==> config.mk <==
export PLATFORM = sky130hd
export DESIGN_NAME = idx_stream_decoder
export DESIGN_NICKNAME = d
export VERILOG_FILES = /design/src/rtl/isd_pkg.sv /design/src/rtl/isd_code_table.sv /design/src/rtl/isd_bitbuf.sv /design/src/rtl/isd_slot_cache.sv /design/src/rtl/idx_stream_decoder.sv
export SDC_FILE = /design/constraint.sdc
export NUM_CORES = 1
export LEC_CHECK = 0
export BUFFER_PORTS_ARGS = -buffer_cell sky130_fd_sc_hd__buf_2
export CORE_MARGIN = 3
export CORE_UTILIZATION = 52
export CTS_BUF_LIST = sky130_fd_sc_hd__clkbuf_16
export CTS_CLUSTER_SIZE = 30
export DETAILED_ROUTE_END_ITERATION = 6
export HOLD_SLACK_MARGIN = 0.15
export PLACE_DENSITY = 0.67
export RECOVER_POWER = 50
export SLEW_MARGIN = 20
export SYNTH_ARGS = -nofsm -noshare
export SYNTH_HDL_FRONTEND = slang
export SYNTH_SLANG_ARGS = --single-unit
==> constraint.sdc <==
create_clock -name clk -period 9.51 [get_ports clk]
set_input_delay 1.4265 -clock clk [delete_from_list [all_inputs] [get_ports clk]]
set_output_delay 1.4265 -clock clk [all_outputs]
set_load 0.02 [all_outputs]
==> src/rtl/isd_pkg.sv <==
`timescale 1ns/1ps
package isd_pkg;
  // Meaning of a decoded symbol
  typedef enum logic [1:0] {
    CLS_SLOT   = 2'd0,
    CLS_FIRST  = 2'd1,
    CLS_RELOAD = 2'd2,
    CLS_BAD    = 2'd3
  } sym_class_e;
endpackage

==> src/rtl/isd_code_table.sv <==
`timescale 1ns/1ps
module isd_code_table #(
  parameter int HMAX  = 4,
  parameter int SYM_W = 4,
  parameter int LEN_W = 3
) (
  input  logic             clk,
  input  logic             we,
  input  logic [HMAX-1:0]  waddr,
  input  logic [SYM_W-1:0] wsym,
  input  logic [LEN_W-1:0] wlen,
  input  logic [HMAX-1:0]  raddr,
  output logic [SYM_W-1:0] rsym,
  output logic [LEN_W-1:0] rlen
);
  localparam int DEPTH = 2 ** HMAX;
  logic [SYM_W+LEN_W-1:0] mem [DEPTH];

  always_ff @(posedge clk) begin
    if (we) mem[waddr] <= {wsym, wlen};
  end

  assign {rsym, rlen} = mem[raddr];
endmodule

==> src/rtl/isd_bitbuf.sv <==
`timescale 1ns/1ps
module isd_bitbuf #(
  parameter int IN_W  = 8,
  parameter int BUF_W = 28,
  parameter int CNT_W = 5
) (
  input  logic             clk,
  input  logic             rst,
  input  logic             clear,
  input  logic             in_valid,
  input  logic [IN_W-1:0]  in_data,
  output logic             in_ready,
  input  logic [CNT_W-1:0] take,
  output logic [BUF_W-1:0] win,
  output logic [CNT_W-1:0] cnt
);
  localparam logic [CNT_W-1:0] ROOM = CNT_W'(BUF_W - IN_W);
  localparam logic [CNT_W-1:0] WORD = CNT_W'(IN_W);

  logic             acc;
  logic [CNT_W-1:0] rem;
  logic [BUF_W-1:0] placed, nxt;

  assign in_ready = (cnt <= ROOM);
  assign acc      = in_valid && in_ready;

  always_comb begin
    rem    = cnt - take;
    placed = {in_data, {(BUF_W-IN_W){1'b0}}} >> rem;
    nxt    = (win << take) | (acc ? placed : '0);
  end

  always_ff @(posedge clk) begin
    if (rst || clear) begin
      win <= '0;
      cnt <= '0;
    end else begin
      win <= nxt;
      cnt <= rem + (acc ? WORD : '0);
    end
  end
endmodule

==> src/rtl/isd_slot_cache.sv <==
`timescale 1ns/1ps
module isd_slot_cache #(
  parameter int CACHE_K = 8,
  parameter int IDX_W   = 16,
  parameter int SLOT_W  = 3
) (
  input  logic              clk,
  input  logic              rst,
  input  logic              clear,
  input  logic              push,
  input  logic [IDX_W-1:0]  push_idx,
  input  logic [SLOT_W-1:0] rd_slot,
  output logic [IDX_W-1:0]  rd_idx,
  output logic              rd_valid
);
  logic [IDX_W-1:0] idx_q [CACHE_K];
  logic [CACHE_K-1:0] vld_q;

  always_ff @(posedge clk) begin
    if (rst || clear) vld_q <= '0;
    else if (push)    vld_q <= {vld_q[CACHE_K-2:0], 1'b1};
  end

  always_ff @(posedge clk) begin
    if (push) idx_q[0] <= push_idx;
  end

  for (genvar i = 1; i < CACHE_K; i++) begin : g_shift
    always_ff @(posedge clk) begin
      if (push) idx_q[i] <= idx_q[i-1];
    end
  end

  assign rd_idx   = idx_q[rd_slot];
  assign rd_valid = vld_q[rd_slot];
endmodule

==> src/rtl/idx_stream_decoder.sv <==
`timescale 1ns/1ps
module idx_stream_decoder #(
  parameter int CACHE_K = 8,
  parameter int HMAX    = $clog2(CACHE_K) + 1,
  parameter int IDX_W   = 16,
  parameter int IN_W    = 8
) (
  input  logic                          clk,
  input  logic                          rst,
  input  logic                          start,
  input  logic                          tbl_we,
  input  logic [HMAX-1:0]               tbl_addr,
  input  logic [$clog2(CACHE_K+2)-1:0]  tbl_sym,
  input  logic [$clog2(HMAX+1)-1:0]     tbl_len,
  input  logic                          in_valid,
  input  logic [IN_W-1:0]               in_data,
  output logic                          in_ready,
  output logic                          out_valid,
  output logic [IDX_W-1:0]              out_idx,
  input  logic                          out_ready,
  output logic                          err
);
  import isd_pkg::*;

  localparam int SYM_W  = $clog2(CACHE_K + 2);
  localparam int LEN_W  = $clog2(HMAX + 1);
  localparam int SLOT_W = $clog2(CACHE_K);
  localparam int BUF_W  = HMAX + IDX_W + IN_W;
  localparam int CNT_W  = $clog2(BUF_W + 1);
  localparam logic [SYM_W-1:0] SYM_FIRST  = SYM_W'(CACHE_K);
  localparam logic [SYM_W-1:0] SYM_RELOAD = SYM_W'(CACHE_K + 1);

  logic [BUF_W-1:0]  win;
  logic [CNT_W-1:0]  buf_cnt, take, need, rw, rsh;
  logic [SYM_W-1:0]  sym;
  logic [LEN_W-1:0]  clen;
  logic [IDX_W-1:0]  g_cnt, gm1, raw, slot_idx, value;
  logic [BUF_W-1:0]  after, raw_full;
  logic              slot_ok, avail, fire, emit, push;
  sym_class_e        cls;

  isd_code_table #(.HMAX(HMAX), .SYM_W(SYM_W), .LEN_W(LEN_W)) u_tbl (
    .clk(clk), .we(tbl_we), .waddr(tbl_addr), .wsym(tbl_sym), .wlen(tbl_len),
    .raddr(win[BUF_W-1 -: HMAX]), .rsym(sym), .rlen(clen)
  );

  isd_bitbuf #(.IN_W(IN_W), .BUF_W(BUF_W), .CNT_W(CNT_W)) u_buf (
    .clk(clk), .rst(rst), .clear(start), .in_valid(in_valid), .in_data(in_data),
    .in_ready(in_ready), .take(take), .win(win), .cnt(buf_cnt)
  );

  isd_slot_cache #(.CACHE_K(CACHE_K), .IDX_W(IDX_W), .SLOT_W(SLOT_W)) u_cache (
    .clk(clk), .rst(rst), .clear(start), .push(push), .push_idx(value),
    .rd_slot(sym[SLOT_W-1:0]), .rd_idx(slot_idx), .rd_valid(slot_ok)
  );

  // Classify the looked-up symbol
  always_comb begin
    if (sym == SYM_FIRST)                   cls = CLS_FIRST;
    else if (sym == SYM_RELOAD)             cls = CLS_RELOAD;
    else if (sym < SYM_W'(CACHE_K))         cls = CLS_SLOT;
    else                                    cls = CLS_BAD;
  end

  // Raw field width follows the counter, never below one bit
  always_comb begin
    gm1 = g_cnt - 1'b1;
    rw  = CNT_W'(1);
    if (g_cnt > IDX_W'(1)) begin
      for (int i = 0; i < IDX_W; i++) begin
        if (gm1[i]) rw = CNT_W'(i + 1);
      end
    end
  end

  always_comb begin
    after    = win << clen;
    rsh      = CNT_W'(BUF_W) - rw;
    raw_full = after >> rsh;
    raw      = raw_full[IDX_W-1:0];
    need     = CNT_W'(clen) + ((cls == CLS_RELOAD) ? rw : '0);
    avail    = (clen != '0) && (buf_cnt >= need);
    fire     = avail && (!out_valid || out_ready) && !start;
    take     = fire ? need : '0;
    push     = fire && (cls == CLS_FIRST || cls == CLS_RELOAD);
    emit     = push || (fire && cls == CLS_SLOT && slot_ok);
    case (cls)
      CLS_FIRST:  value = g_cnt;
      CLS_RELOAD: value = raw;
      default:    value = slot_idx;
    endcase
  end

  always_ff @(posedge clk) begin
    if (rst || start) begin
      out_valid <= 1'b0;
      out_idx   <= '0;
      g_cnt     <= '0;
      err       <= 1'b0;
    end else begin
      if (emit) begin
        out_valid <= 1'b1;
        out_idx   <= value;
      end else if (out_ready) begin
        out_valid <= 1'b0;
      end
      if (fire && cls == CLS_FIRST) g_cnt <= g_cnt + 1'b1;
      if (fire && !emit)            err   <= 1'b1;
    end
  end
endmodule

== Yosys cells after proc, flatten, opt, wreduce, memory -nomap -nowiden ==
Memory sizes are Yosys's and may differ from the RTL's. A register that Yosys moved wholly into a read port is not among the register bits.
Index checks and enable logic that the tools add are counted.
Word-level totals
  register bits: 75
  bits in writable memories: 240
  output and inout port bits: 19
  logic and storage cells: 81
  memories: 2
Cells by class
  add/subtract/negate cells: 6
  magnitude comparators: 5
  eq/ne operators: 4
  shift operators: 4
  multiplexer cells: 33
  bitwise operators: 1
  reductions and logical operators: 19
Memories
  u_cache.idx_q: words 8, bits a word 16, rd ports 8, clocked after Yosys merged registers in 0, wr ports 8, RTL line isd_slot_cache.sv:16  | logic [IDX_W-1:0] idx_q [CACHE_K];
  u_tbl.mem: words 16, bits a word 7, rd ports 1, clocked after Yosys merged registers in 1, wr ports 1, RTL line isd_code_table.sv:17  | logic [SYM_W+LEN_W-1:0] mem [DEPTH];
Operators with widths (count)
  $mux 5: 17
  $pmux 16 s2: 1
  $mux 28: 1
  $or 28x28->28: 1
  $shl 28x3->28: 1
  $shl 28x5->28: 1
  $shr 28x5->16: 1
  $shr 28x5->28: 1
  $add 16x1->16 const B: 1
  $gt 16x1->1 const B: 1
  $sub 16x1->16 const B: 1
  $logic_and 1x1->1: 9
  $eq 4x4->1 const B: 2
  $mux 2: 4
  $mux 4: 2
  $mux 1: 7
  $add 3x5->5: 1
  $add 5x5->5: 1
  $ge 5x5->1: 1
  $le 5x5->1 const B: 1
  $sub 5x5->5: 1
  $sub 5x5->5 const A: 1
  $logic_or 1x1->1: 4
  $lt 3x4->1 const B: 1
  8 further kinds: 10

== Longest topological paths before layout ==
  depth after elaboration: 29
  gate-level depth with buffers: 37
  mapped depth without buffers: 33

== Cells and area by module ==
Synthesis repeated with hierarchy kept, for this count alone.
Second synthesis, totals
  cells, all modules: 1476
  area total of the unflattened synthesis: 17794.6 µm²
By module, submodules not included
  isd_slot_cache: instances 1, cells an instance 216, area an instance 5237.5 µm², seq. area each 4003.8 µm²
  idx_stream_decoder: instances 1, cells an instance 652, area an instance 4947.2 µm², seq. area each 680.7 µm²
  isd_code_table: instances 1, cells an instance 196, area an instance 4390.5 µm², seq. area each 3363.2 µm²
  isd_bitbuf: instances 1, cells an instance 412, area an instance 3219.3 µm², seq. area each 660.6 µm²

== Least setup slack after synthesis ==
OpenSTA, ideal clock, no wires.
  kind: register to register
  start: register g_cnt[0]
  end: register u_buf.win[17]
  library setup time: 0.086 ns
  data arrival time: 7.116 ns
  path slack: 2.308 ns
  cell stages (with the launch flop): 34
  buffers on the path: 5
  clock period less this slack: 7.202 ns
  cell sequence: dfxtp_1 > clkbuf_1 > inv_1 > ha_1 > buf_4 > or3b_1 > a2111oi_0 > nor2_1 > o22a_1 > o32ai_2 > o21ai_4 > inv_4 > buf_4 > nor2_1 > ha_1 > fa_1 > inv_1 > ha_1 > a21o_1 > a21o_1 > a21o_1 > a21o_1 > nand4_1 > buf_2 > inv_1 > ha_1 > fa_1 > clkbuf_1 > mux2_2 > o21ai_0 > nor2_1 > a211oi_1 > a221oi_1 > a211oi_1
Between the ends
  cells in the longest elaborated chain, start to end: 28
  elaborated cells on any way between the ends: 30
  classes of those cells: add/sub (3); order compare (2); shift (2); mux (19); bitwise (1); reduce/logical (3)
Ends and longest elaborated chain
  from (decl): RTL line idx_stream_decoder.sv:37  | logic [IDX_W-1:0] g_cnt, gm1, raw, slot_idx, value;
  from (signal assigned): RTL line idx_stream_decoder.sv:107  | if (fire && cls == CLS_FIRST) g_cnt <= g_cnt + 1'b1;
  $sub 16x1->16: RTL line idx_stream_decoder.sv:67  | gm1 = g_cnt - 1'b1;
  $mux 2: RTL line idx_stream_decoder.sv:71  | if (gm1[i]) rw = CNT_W'(i + 1);
  $mux 5 (14 in a row): RTL line idx_stream_decoder.sv:71
  $mux 5 (*): RTL line idx_stream_decoder.sv:69  | if (g_cnt > IDX_W'(1)) begin
  $mux 5 (*): RTL line idx_stream_decoder.sv:81  | need = CNT_W'(clen) + ((cls == CLS_RELOAD) ? rw : '0);
  $add 3x5->5 (*): RTL line idx_stream_decoder.sv:81
  $ge 5x5->1: RTL line idx_stream_decoder.sv:82  | avail = (clen != '0) && (buf_cnt >= need);
  $logic_and 1x1->1: RTL line idx_stream_decoder.sv:82
  $logic_and 1x1->1 (2 in a row): RTL line idx_stream_decoder.sv:83  | fire = avail && (!out_valid || out_ready) && !start;
  $mux 5 (*): RTL line idx_stream_decoder.sv:84  | take = fire ? need : '0;
  $sub 5x5->5: RTL line isd_bitbuf.sv:28  | rem = cnt - take;
  $shr 28x5->28: RTL line isd_bitbuf.sv:29  | placed = {in_data, {(BUF_W-IN_W){1'b0}}} >> rem;
  $mux 28: RTL line isd_bitbuf.sv:30  | nxt = (win << take) | (acc ? placed : '0);
  $or 28x28->28 (*): RTL line isd_bitbuf.sv:30
  to (signal assigned): RTL line isd_bitbuf.sv:38  | win <= nxt;
  to (decl): RTL line isd_bitbuf.sv:14  | output logic [BUF_W-1:0] win,
Every way passes the cells marked *; elsewhere a longest branch is shown, timed or not.
A chain may end at the register's enable or synchronous reset.

== Worst setup path in the final report ==
  start: register g_cnt[1]
  end: register u_buf.win[26]
Same word-level chain as after synthesis.

==> run_results.csv <==
group,metric,value,unit
route,postRouteWirelength,46670,microns
floorplanning,ios,44,
cells_and_area,syn2layout_area_growth,7.801,%
timing,slew_headroom,-1.366,%
floorplanning,die_w,193.3,microns
yosys,synth_top_area_share,39.49,%
outcome,violations,"max-capacitance violations, max-slew violations",
clock_tree,cts_buffer_depth,3,
timing,min_period,8.414,ns
yosys,syn-num-nets,1631,
yosys,postSynthCellCount,1586,
cells_and_area,final_layout_size_suffix_gt1_share,15.90,%
yosys,synth.yosys.seq_area_share,47.71,%
clock_tree,numCtsBuffers,35,
cells_and_area,final_cells,2052,
timing,period_share,88.47,%
placed_design,postPlaceCellArea,0.01869,sq mm
placed_design,place.detailed.hpwl,32420,microns
clock_tree,htree_num_levels,2,
cells_and_area,fin_nets,1626,
clock_tree,cts_resized,0,
global_routing,grt_overflow,0,
route,dr.pass1.iters,6,
critical_path,critPathSlowestCell,"o21ai_4",
floorplanning,dieHeight,193.3,microns
outcome,outcome,"finished with violations",
timing,tightest_slew,1.509,ns
placed_design,place.gp.congestion,0.9647,
cells_and_area,fin_area,0.01968,sq mm
timing,setup-violations-final,0,
timing,setup_tns,0,ns
yosys,ys_types,106,
clock_tree,clkTransAtPathRegs,0.06,ns
floorplanning,core_region_area,0.03404,sq mm
route,dr_total_vias,13160,
hold_path,hold_path_startpoint,"u_cache.idx_q[4][15]$_DFFE_PP_",
floorplanning,start_util,53.62,%
critical_path,path_class,"reg2reg",
route,post_drt_via_cell_ratio,6.413,
global_routing,grt_pass1_wl,74200,microns
route,drt_iter0_markers,1286,
route,drc,0,
hold_path,hp-class,"reg2reg",
critical_path,cp-startpoint,"g_cnt[1]$_SDFFE_PP0P_",
critical_path,cpPeakStageDelay,0.72,ns
clock_tree,cts.sinks,315,
yosys,yosysWarningCount,0,
clock_tree,ctsHoldBuffers,0,
global_routing,antenna_found_initial,0,
power_and_ir_drop,p_leak,7.217,nW
clock_tree,cts_tree,"built",
placed_design,post-place-cells,1992,
global_routing,first_global_vias,12740,
floorplanning,die_area,0.03738,sq mm
timing,max_freq,0.1189,GHz
yosys,ys_top_cells_by_area,"edfxtp_1 (39%), mux2i_1 (11%), mux4_2 (9.0%), dfxtp_1 (8.2%), nand2_1 (3.0%)",
yosys,avgSynthCellArea,11.51,sq um
power_and_ir_drop,power_density,299.8,mW/mm^2
yosys,synth_top_cell_by_area,"edfxtp_1",
global_routing,grt_usage,24.47,%
global_routing,grt_max_degree,60,
yosys,synth_edf_count,240,
critical_path,required,9.98,ns
timing,rsz0062_at_grt,"no",
job,cap_violations,1,
route,drtAntennaViolNets,0,
critical_path,cp.arrival,8.88,ns
floorplanning,num_rows,67,
critical_path,timing.rr.start,"g_cnt[1]$_SDFFE_PP0P_",
yosys,ys_seq_elements,315,
clock_tree,cts-root-buf,"clkbuf_16",
yosys,netlist_area,0.01825,sq mm
power_and_ir_drop,ir_drop,0.1810,mV
clock_tree,insertion_delay,0.52,ns
timing,skew,0.03036,ns
yosys,synth_flop_cell,"edfxtp_1",
clock_tree,post_cts_buffers,0,
yosys,async_flop_share,0,%
timing,hold_viol_final,0,
timing,hold_slack,0.4387,ns
placed_design,io_buffers,43,
timing,drv_slew,8,
cells_and_area,n_fill_cell,2848,
placed_design,place_ws,1.193,ns
cells_and_area,antenna_cells,0,
critical_path,start_kind,"flip-flop",
critical_path,critPathMaxFanout,26,
critical_path,worstSetupEndpointType,"flip-flop",
timing,setup_slack,1.096,ns
route,wl_per_cell,22.74,microns
[power by group]
part | internal [W] | leakage (nW) | switching, W
clock network | 0.000669 | 0.507 | 0.000536
logic | 0.00114 | 3.94 | 0.00180
registers | 0.00163 | 2.77 | 0.000123
[routing by layer]
metal  up-vias  global-route usage, %  part of all wire [%]
li1       6076                      -                     -
met1      6493                  35.54                    44
met2       511                  39.36                    47
met3        80                  3.253                   5.8
met4         0                  6.215                   2.4
met5         -                      0                     0
[sequential cells by signal, indices dropped and copies added (netlist names)]
| register | cells |
|---|---|
| u_cache.idx_q | 128 |
| u_tbl.mem | 112 |
| u_buf.win | 28 |
| g_cnt | 16 |
| out_idx | 16 |
| u_cache.vld_q | 8 |
| u_buf.cnt | 5 |
| err | 1 |
| out_valid | 1 |
[logic make-up after synthesis]
group,count (synthesis),share of synthesized area [%]
XOR/XNOR,29,1.536
flip-flops,315,47.71
multiplexers,310,22.44
adder cells (fa/ha/maj),20,1.453
AND/OR/NAND/NOR,471,12.01
buffers and inverters,141,3.633
AO/OA/AOI/OAI,300,11.21
[cell usage after synthesis, types with 4 or more instances]
cell type	count
o22a_1	4
a211oi_1	15
o211ai_1	8
mux4_2	73
nor2_1	124
nor2b_1	9
buf_1	7
inv_1	25
mux2_1	7
buf_2	28
nand2_1	148
xnor2_1	14
nor3_1	76
xor2_1	13
o21bai_1	7
a31oi_1	21
a22oi_1	13
buf_4	8
nand2b_1	11
a21oi_1	95
buf_6	6
or3_1	4
and3_1	8
mux2i_1	197
o21a_1	4
o22ai_1	14
nor4_1	8
and2_1	9
dfxtp_1	75
nor2_2	7
inv_2	5
nand3_1	30
nand4_1	9
o21ai_1	5
a21o_1	8
o221ai_1	4
a22o_1	8
edfxtp_1	240
ha_1	18
clkbuf_1	58
o21ai_0	35
or2_2	5
mux2_2	29
[per-stage QoR]
step,total power [W],util [%]
2_1_floorplan,0.003959,-
3_3_place_gp,0.004659,54.92
3_5_place_dp,0.004676,54.92
4_1_cts,0.005900,57.86
5_1_grt,0.006255,57.81
6_report,0.005899,57.81
[final cells by class]
class	count	area (sq um)	share of cell area [%]
Inverter	33	133.9	0.6804
Multi-Input combinational cell	1130	8895	45.21
Clock inverter	25	126.4	0.6423
Tap cell	448	560.5	2.849
Sequential cell	315	8712	44.28
Clock buffer	35	875.8	4.452
Timing Repair Buffer	66	371.6	1.889
[worst max-delay path, delay by kind of cell, from the launching register on]
family	cells	cell delay, ns
simple gates	9	2.44
compound gates	10	2.20
buf+inv	7	1.62
fa+ha+maj	5	1.48
flops	1	0.44
xor+xnor	1	0.19
[cells in the final DEF, fill, tap and decap left out, types with 9 or more instances in the layout]
cell | synthesis | routed
dfxtp_1 | 75 | 74
clkbuf_1 | 58 | 11
mux4_2 | 73 | 72
nand4_1 | 9 | 9
inv_1 | 25 | 33
clkbuf_16 | 0 | 35
ha_1 | 18 | 18
nor2_1 | 124 | 123
xor2_1 | 13 | 13
and2_1 | 9 | 9
a21oi_1 | 95 | 95
a22oi_1 | 13 | 13
xnor2_1 | 14 | 14
mux2i_1 | 197 | 197
nor3_1 | 76 | 75
a31oi_1 | 21 | 21
edfxtp_1 | 240 | 240
a211oi_1 | 15 | 15
nand2_1 | 148 | 148
buf_2 | 28 | 33
nand3_1 | 30 | 30
o22ai_1 | 14 | 14
buf_4 | 8 | 22
mux2_2 | 29 | 29
o21ai_0 | 35 | 35
nor2b_1 | 9 | 9
nand2b_1 | 11 | 11
[path summary, 6_finish.rpt]
kind | endpoint | slack, ns | depth (start not counted)
max | u_buf.win[26]$_SDFF_PP0_ | 1.10 | 32
min | u_cache.idx_q[5][15]$_DFFE_PP_ | 0.44 | 0
max reg2reg | u_buf.win[26]$_SDFF_PP0_ | 1.10 | 32
min reg2reg | u_cache.idx_q[5][15]$_DFFE_PP_ | 0.44 | 0
Power figures use the tool's default switching activity.
